[config.mk]
export PLATFORM = sky130hd
export DESIGN_NAME = codec_ctrl_regs
export DESIGN_NICKNAME = d
export VERILOG_FILES = /design/src/rtl/codec_regs_pkg.sv /design/src/rtl/codec_idx_decode.sv /design/src/rtl/codec_vol_reg.sv /design/src/rtl/codec_ctrl_regs.sv
export SDC_FILE = /design/constraint.sdc
export NUM_CORES = 1
export LEC_CHECK = 0
export BUFFER_PORTS_ARGS = -buffer_cell sky130_fd_sc_hd__buf_2
export CAP_MARGIN = 20
export CORE_MARGIN = 10
export CORE_UTILIZATION = 50
export CTS_CLUSTER_DIAMETER = 100
export CTS_CLUSTER_SIZE = 28
export DETAILED_ROUTE_END_ITERATION = 10
export PLACE_DENSITY = 0.72
export SETUP_SLACK_MARGIN = 0.5
export SYNTH_ARGS = -nofsm -noshare
export SYNTH_HDL_FRONTEND = slang
export SYNTH_SLANG_ARGS = --single-unit
[constraint.sdc]
create_clock -name clk_i -period 1.8 [get_ports clk_i]
set_input_delay 0.36 -clock clk_i [delete_from_list [all_inputs] [get_ports clk_i]]
set_output_delay 0.36 -clock clk_i [all_outputs]
set_load 0.05 [all_outputs]
[src/rtl/codec_regs_pkg.sv]
package codec_regs_pkg;
  localparam int DW        = 16;
  localparam int IW        = 7;
  localparam int ATT_W     = 5;
  localparam int HI_LSB    = 8;
  localparam int NUM_VOL   = 9;
  localparam int LANES     = 2 * NUM_VOL;
  localparam int CFG_W     = 8;
  localparam int SPLIT_BIT = 12;

  localparam logic [IW-1:0] IDX_ID   = 7'h00;
  localparam logic [IW-1:0] IDX_CFG  = 7'h74;
  localparam logic [IW-1:0] IDX_MISC = 7'h76;

  // order fixes the lane numbering at the ports
  localparam logic [IW-1:0] VOL_IDX [NUM_VOL] =
    '{7'h02, 7'h04, 7'h06, 7'h0C, 7'h0E, 7'h10, 7'h12, 7'h16, 7'h18};
  localparam logic [NUM_VOL-1:0] VOL_STEREO = 9'b1_1110_0011;

  function automatic logic idx_known(input logic [IW-1:0] idx);
    logic hit;
    hit = (idx[IW-1:1] == IDX_ID[IW-1:1]) || (idx[IW-1:1] == IDX_CFG[IW-1:1]) ||
          (idx[IW-1:1] == IDX_MISC[IW-1:1]);
    for (int k = 0; k < NUM_VOL; k++) hit |= (idx[IW-1:1] == VOL_IDX[k][IW-1:1]);
    return hit;
  endfunction
endpackage

[src/rtl/codec_idx_decode.sv]
module codec_idx_decode
  import codec_regs_pkg::*;
(
  input  logic [IW-1:0]      idx_i,
  output logic [NUM_VOL-1:0] vol_sel_o,
  output logic               id_sel_o,
  output logic               cfg_sel_o,
  output logic               misc_sel_o
);
  logic [IW-2:0] word;
  logic          unused_lsb;

  assign word       = idx_i[IW-1:1];
  assign unused_lsb = idx_i[0];

  assign id_sel_o   = (word == IDX_ID[IW-1:1]);
  assign cfg_sel_o  = (word == IDX_CFG[IW-1:1]);
  assign misc_sel_o = (word == IDX_MISC[IW-1:1]);

  for (genvar k = 0; k < NUM_VOL; k++) begin : g_sel
    assign vol_sel_o[k] = (word == VOL_IDX[k][IW-1:1]);
  end
endmodule

[src/rtl/codec_vol_reg.sv]
module codec_vol_reg
  import codec_regs_pkg::*;
#(
  parameter bit STEREO = 1'b1
) (
  input  logic             clk_i,
  input  logic             rst_ni,
  input  logic             soft_rst_i,
  input  logic             wr_i,
  input  logic [DW-1:0]    wdata_i,
  input  logic             split_i,
  output logic [DW-1:0]    rd_o,
  output logic [ATT_W-1:0] att_l_o,
  output logic [ATT_W-1:0] att_r_o,
  output logic             mute_l_o,
  output logic             mute_r_o
);
  localparam int GAP = HI_LSB - 1 - ATT_W;

  function automatic logic [ATT_W-1:0] sat(input logic [ATT_W:0] f);
    return f[ATT_W] ? {ATT_W{1'b1}} : f[ATT_W-1:0];
  endfunction

  logic             m_q;
  logic [ATT_W-1:0] ar_q;

  always_ff @(posedge clk_i or negedge rst_ni) begin
    if (!rst_ni) begin
      m_q  <= 1'b1;
      ar_q <= '0;
    end else if (soft_rst_i) begin
      m_q  <= 1'b1;
      ar_q <= '0;
    end else if (wr_i) begin
      m_q  <= wdata_i[DW-1];
      ar_q <= sat(wdata_i[ATT_W:0]);
    end
  end

  assign att_r_o  = ar_q;
  assign mute_l_o = m_q;

  if (STEREO) begin : g_stereo
    logic             rm_q;
    logic [ATT_W-1:0] al_q;
    logic             unused_w;

    always_ff @(posedge clk_i or negedge rst_ni) begin
      if (!rst_ni) begin
        rm_q <= 1'b0;
        al_q <= '0;
      end else if (soft_rst_i) begin
        rm_q <= 1'b0;
        al_q <= '0;
      end else if (wr_i) begin
        rm_q <= wdata_i[HI_LSB-1];
        al_q <= sat(wdata_i[HI_LSB+ATT_W:HI_LSB]);
      end
    end

    assign unused_w = ^{wdata_i[DW-2:HI_LSB+ATT_W+1], wdata_i[HI_LSB-2:ATT_W+1]};
    assign att_l_o  = al_q;
    assign mute_r_o = split_i ? rm_q : m_q;
    assign rd_o     = {m_q, {GAP{1'b0}}, al_q, rm_q, {GAP{1'b0}}, ar_q};
  end else begin : g_mono
    logic unused_w;
    assign unused_w = ^{wdata_i[DW-2:ATT_W+1], split_i};
    assign att_l_o  = ar_q;
    assign mute_r_o = m_q;
    assign rd_o     = {m_q, {(DW-1-ATT_W){1'b0}}, ar_q};
  end
endmodule

[src/rtl/codec_ctrl_regs.sv]
module codec_ctrl_regs
  import codec_regs_pkg::*;
#(
  parameter logic [9:0] ID_CODE = 10'h190
) (
  input  logic                   clk_i,
  input  logic                   rst_ni,
  input  logic [IW-1:0]          idx_i,
  input  logic [DW-1:0]          wdata_i,
  input  logic                   we_i,
  input  logic                   re_i,
  output logic [DW-1:0]          rdata_o,
  output logic [LANES*ATT_W-1:0] atten_o,
  output logic [LANES-1:0]       mute_o
);
  logic [NUM_VOL-1:0] vol_sel;
  logic               id_sel, cfg_sel, misc_sel;
  logic               soft_rst;
  logic               split_q;
  logic [CFG_W-1:0]   cfg_q;
  logic [DW-1:0]      vol_rd [NUM_VOL];
  logic [DW-1:0]      rd_next, rdata_q;

  codec_idx_decode u_dec (
    .idx_i      (idx_i),
    .vol_sel_o  (vol_sel),
    .id_sel_o   (id_sel),
    .cfg_sel_o  (cfg_sel),
    .misc_sel_o (misc_sel)
  );

  assign soft_rst = we_i & id_sel;

  always_ff @(posedge clk_i or negedge rst_ni) begin
    if (!rst_ni)                 split_q <= 1'b0;
    else if (soft_rst)           split_q <= 1'b0;
    else if (we_i && misc_sel)   split_q <= wdata_i[SPLIT_BIT];
  end

  // survives the index-00h soft reset
  always_ff @(posedge clk_i or negedge rst_ni) begin
    if (!rst_ni)                 cfg_q <= '0;
    else if (we_i && cfg_sel)    cfg_q <= wdata_i[CFG_W-1:0];
  end

  for (genvar k = 0; k < NUM_VOL; k++) begin : g_vol
    codec_vol_reg #(.STEREO(VOL_STEREO[k])) u_vol (
      .clk_i      (clk_i),
      .rst_ni     (rst_ni),
      .soft_rst_i (soft_rst),
      .wr_i       (we_i & vol_sel[k]),
      .wdata_i    (wdata_i),
      .split_i    (split_q),
      .rd_o       (vol_rd[k]),
      .att_l_o    (atten_o[(2*k)*ATT_W +: ATT_W]),
      .att_r_o    (atten_o[(2*k+1)*ATT_W +: ATT_W]),
      .mute_l_o   (mute_o[2*k]),
      .mute_r_o   (mute_o[2*k+1])
    );
  end

  always_comb begin
    rd_next = '0;
    if (id_sel)   rd_next = {{(DW-10){1'b0}}, ID_CODE};
    if (cfg_sel)  rd_next[CFG_W-1:0] = cfg_q;
    if (misc_sel) rd_next[SPLIT_BIT] = split_q;
    for (int k = 0; k < NUM_VOL; k++)
      if (vol_sel[k]) rd_next = vol_rd[k];
  end

  always_ff @(posedge clk_i or negedge rst_ni) begin
    if (!rst_ni)   rdata_q <= '0;
    else if (re_i) rdata_q <= rd_next;
  end

  assign rdata_o = rdata_q;
endmodule

==> results of run 1 <==
[logic make-up after synthesis]
| kind of cell | after synthesis | share of synthesized area, % |
|---|---|---|
| buffers and inverters | 78 | 7.87 |
| AND/OR/NAND/NOR | 190 | 16.2 |
| other | 1 | 0.0663 |
| AO/OA/AOI/OAI | 161 | 17.6 |
| multiplexers | 40 | 7.89 |
| XOR/XNOR | 1 | 0.155 |
| flip-flops | 113 | 50.2 |
[through the flow]
step | instances | utilization [%]
floorplan | 585 | -
detailed placement | 887 | 66.3
CTS | 1029 | 93.1
global placement | 887 | 66.3
[Yosys cell counts, types with 2 or more instances]
master                      count
sky130_fd_sc_hd__a32oi_1        4
sky130_fd_sc_hd__nor3_1         5
sky130_fd_sc_hd__a22o_1         3
sky130_fd_sc_hd__o22ai_1        7
sky130_fd_sc_hd__clkbuf_1      21
sky130_fd_sc_hd__mux2_1         9
sky130_fd_sc_hd__buf_4         37
sky130_fd_sc_hd__o221ai_1      11
sky130_fd_sc_hd__and2_1         4
sky130_fd_sc_hd__o21bai_1       3
sky130_fd_sc_hd__a21oi_1       22
sky130_fd_sc_hd__nand3b_1       5
sky130_fd_sc_hd__nor4_2         2
sky130_fd_sc_hd__buf_2         11
sky130_fd_sc_hd__nand3_1       11
sky130_fd_sc_hd__mux2_2        28
sky130_fd_sc_hd__nand4_1        4
sky130_fd_sc_hd__a221oi_1      13
sky130_fd_sc_hd__buf_1          3
sky130_fd_sc_hd__o21ai_0       31
sky130_fd_sc_hd__a2bb2oi_1      2
sky130_fd_sc_hd__dfrtp_1      104
sky130_fd_sc_hd__a211o_1        2
sky130_fd_sc_hd__nand2_1       89
sky130_fd_sc_hd__mux2i_1        3
sky130_fd_sc_hd__o21ai_1       50
sky130_fd_sc_hd__and3_1         6
sky130_fd_sc_hd__nor3b_1        3
sky130_fd_sc_hd__inv_1          6
sky130_fd_sc_hd__or3_1          2
sky130_fd_sc_hd__dfstp_2        9
sky130_fd_sc_hd__a22oi_1        4
sky130_fd_sc_hd__nand2b_1       6
sky130_fd_sc_hd__nor2b_1        4
sky130_fd_sc_hd__nand4b_1       2
sky130_fd_sc_hd__nor2_1        36
[timing repair]
item,4_1_cts
setup endpoints to repair,227
hold endpoints to repair,21
gates resized for setup,430
pin swaps,77
buffers inserted,109
hold buffers,1
gates cloned,1
==> flow_summary.yaml, run 1 <==
cts:
  clk_root_buffer_cell: "sky130_fd_sc_hd__clkbuf_16"
  cts.htree.levels: 4
  clock-sinks: 113
  cts_made_buffers: 17
  clk_path_buf_depth: 2
floorplanning:
  rows: 38
  floorplan.initialDensity_pct: 51.7
  die_h_um: 126
  io-pin-count: 151
  die_extent_in_x_um: 126
placement:
  port_buffers: 146
  dp.final_hpwl_um: 15600
  placed_area_um2: 7250
  placement.setup.worst_slack_ns: -0.283
  gp_congestion: 0.928
outcome:
  outcome: "aborted with a tool error"
  lastStage: "5_1_grt"
  firstError: "[ERROR DPL-0038] Utilization greater than 100%, impossible to legalize"
yosys:
  synthesis.yosys.warnings: 0
  synth-main-ff-cell: "sky130_fd_sc_hd__dfrtp_1"
  cell_area_after_technology_mapping_um2: 5660
  yosys.area.top_type_share_pct: 46.0
  synth-edff-count: 0
  syn_inst: 584
  post_synthesis_mean_instance_area_um2: 9.69
  synth-seq-cells: 113
  synth.area.top_cells: "sky130_fd_sc_hd__dfrtp_1, sky130_fd_sc_hd__nand2_1, sky130_fd_sc_hd__mux2_2, sky130_fd_sc_hd__buf_4, sky130_fd_sc_hd__o21ai_1"
  synth_cell_types: 58
  synth-async-reset-ratio_pct: 100
  synth_top_area_cell: "sky130_fd_sc_hd__dfrtp_1"
  yosysSeqAreaShare_pct: 50.2
timing:
  grt_worst_setup_endpoint: "mute_o[11]"
  worst-ep-kind: "output port"
grt:
  grt_max_degree: 46
==> inputs of run 2 (changes only) <==
- CORE_UTILIZATION: 50 -> 35
- CTS_CLUSTER_DIAMETER: 100 -> unset
- CTS_CLUSTER_SIZE: 28 -> unset
- PLACE_DENSITY: 0.72 -> unset
- PLACE_DENSITY_LB_ADDON: unset -> 0.15
- SETUP_SLACK_MARGIN: 0.5 -> unset
==> run 2 against run 1 <==
The flow now finishes without violations. Synthesized cell count stayed put. Synthesized area stayed put.
==> flow_summary.yaml, run 2 <==
cts:
  clk_path_buf_depth: 2
  worst_skew_pair.late_latency_ns: 0.42
  clock-sinks: 113
  cts.htree.levels: 4
  cts.clk_slew.worst_paths_ns: 0.05
  cts_made_buffers: 17
  tritoncts_clock_tree: "done"
  clk_root_buffer_cell: "sky130_fd_sc_hd__clkbuf_16"
pwr:
  static-leakage-power_uw: 0.00378
  ir_worst_vdd_mv: 0.662
  power.total_uw: 11200
  power_density_nw_per_um2: 1440
grt:
  grt_pass1_vias: 5474
  grt_max_degree: 52
  number_of_antenna_violations_at_the_first_check_in_global_routing: 0
  grt_first_pass_wirelength_um: 32600
  globalRoute.totalOverflow: 0
  grtUsageTotal_pct: 19.5
floorplanning:
  io-pin-count: 151
  die_extent_in_x_um: 147
  core_area_um2: 15900
  die_h_um: 147
  rows: 46
  floorplan.initialDensity_pct: 35.6
  fp.dieArea_um2: 21700
setup_path:
  worst-endpoint-arrival_ns: 1.40
  critical_path.slowest_cell: "sky130_fd_sc_hd__dfrtp_2"
  crit_fanout: 7
  worst_setup_path_startpoint: "split_q"
  timing.critical_path.slowest_cell_delay_ns: 0.45
  required_time_reported_for_the_critical_path_endpoint_ns: 1.44
  path_class: "reg2out"
  critical_path.endpoint_type: "output port"
  startpoint_type: "flip-flop"
  path_cells: "mux2_2, buf_6"
  r2r_start: "split_q"
route:
  drt_pass1_iterations: 5
  wl_per_cell_um: 21.0
  drtAntennaViolNets: 0
  detailedRoute.firstIterationViolations: 311
  totalWireLength_um: 21200
  route.vias.total: 5231
  drc: 0
  vias_per_cell: 5.18
worst_hold_path:
  hold_path_class: "in2reg"
  worst_hold_startpoint: "wdata_i[6]"
yosys:
  library_cell_with_the_highest_instance_count_after_synthesis: "sky130_fd_sc_hd__dfrtp_1"
  cell_area_after_technology_mapping_um2: 5660
  synthMuxAreaShare_pct: 7.89
  synth-compound-area-share_pct: 17.6
  synth-async-reset-ratio_pct: 100
  synth_cell_types: 58
  synth-edff-count: 0
  syn_inst: 584
  synth-seq-cells: 113
  post_synthesis_mean_instance_area_um2: 9.69
  synth-main-ff-cell: "sky130_fd_sc_hd__dfrtp_1"
  yosysSeqAreaShare_pct: 50.2
  synth_top_area_cell: "sky130_fd_sc_hd__dfrtp_1"
  synthesis.yosys.warnings: 0
  synth.area.top_cells: "sky130_fd_sc_hd__dfrtp_1, sky130_fd_sc_hd__nand2_1, sky130_fd_sc_hd__mux2_2, sky130_fd_sc_hd__buf_4, sky130_fd_sc_hd__o21ai_1"
  synth_top_family_by_area: "compound AO/OA/AOI/OAI gates"
  post_synthesis_simple_gate_area_fraction_pct: 16.2
  synthAdderAreaFrac_pct: 0
  yosys.area.top_type_share_pct: 46.0
  yosys.area_share.xor_xnor_pct: 0.155
  yosys-top-cells-count: "sky130_fd_sc_hd__dfrtp_1, sky130_fd_sc_hd__nand2_1, sky130_fd_sc_hd__o21ai_1"
timing:
  timing_max_transition_violations_final: 0
  max_freq_mhz: 568
  final_period_minus_worst_setup_slack_ns: 1.76
  fin_tns_setup_ns: 0
  final.setup_skew_ns: 0.00533
  grt_setup_unrepaired: "true"
  hold_viol: 0
  fin_crit_sh_pct: 97.8
  setup_viol_count_final: 0
cells_and_area:
  nNetsFinal: 807
  number_of_flip_flops_in_the_largest_register: 45
  layout_commonest_cell: "sky130_fd_sc_hd__buf_2"
  antenna_cells: 0
  final_core_utilization_pct: 48.9
  layout-area-overhead-vs-synth_pct: 37.2
  most-common-layout-cells: "sky130_fd_sc_hd__buf_2, sky130_fd_sc_hd__dfrtp_1, sky130_fd_sc_hd__buf_4, sky130_fd_sc_hd__nand2_1, sky130_fd_sc_hd__o21ai_1"
  final_cell_count_no_fill: 1009
  fraction_of_final_layout_cells_with_drive_strength_greater_than_1_pct: 40.6
placement:
  dp.cells: 975
  port_buffers: 146
  dp.final_hpwl_um: 16500
  gp_congestion: 0.887
run:
  maxCapViolCount: 0
outcome:
  outcome: "finished, final reports clean"
[run 2: power breakdown]
part           leakage, uW  total, uW  switching [uW]  internal, uW
clock             0.000299       3480            1170          2310
combinational      0.00208       4040            3080           955
sequential         0.00140       3680             551          3130
total              0.00378      11200            4800          6400
[run 2: worst max-delay path: cells and delay by family (launching register included)]
| kind | cells | cell delay (ns) |
|---|---|---|
| flip-flops | 1 | 0.45 |
| buffers and inverters | 1 | 0.16 |
| multiplexers | 1 | 0.37 |
[run 2: cell families (layout without fill, tap and decap cells)]
family,after synthesis,in the layout
muxes,40,40
xor gates and xnor gates,1,1
other,1,2
AOI/OAI and AO/OA,161,161
and+or+nand+nor,190,190
buffers and inverters,78,286
DFF,113,113
[run 2: per-stage QoR]
stage          area [um2]  worst slack (ns)  hold WS, ns
5_1_grt              7760          -0.00708        0.174
6_report             7760            0.0404        0.165
3_3_place_gp         7090            -0.292        0.329
3_5_place_dp         7090            -0.305        0.337
4_1_cts              7740           0.00447        0.153
2_1_floorplan        5670            0.0234       0.0644
[run 2: path summary, 6_finish.rpt]
check / endpoint / slack [ns] / depth (start not counted)
max in group asynchronous: g_vol[3].u_vol.mute_l_o / 0.73 / 3
min reg2reg: g_vol[3].u_vol.mute_l_o / 0.48 / 2
min: cfg_q[6] / 0.16 / 2
max reg2reg: rdata_o[12] / 0.31 / 6
max: mute_o[13] / 0.04 / 2
min in group asynchronous: rdata_o[6] / 0.43 / 2
[run 2: repair_timing]
item                                   CTS  global route
gates resized for setup                  8             5
setup endpoints to repair                6             6
hold buffers                             1             0
endpoints found under the hold margin   22             0
buffers inserted                         1             0
[run 2: final cells by class]
class	count	area, um2
fillers	1533	8120
flip-flops and latches	113	2840
multi-input cells	394	2390
repair buffers	248	1630
clock buffers	23	488
well taps	216	270
clock inverters	9	129
inverters	6	22.5
[run 2: layer usage]
layer	GRT usage, %	part of all wire, %	vias to the layer above
li1	-	-	2458
met2	31.7	48	180
met1	23.7	43	2554
met5	0	0	-
met3	4.98	6.0	39
met4	8.82	2.9	0
Power figures use the tool's default switching activity.
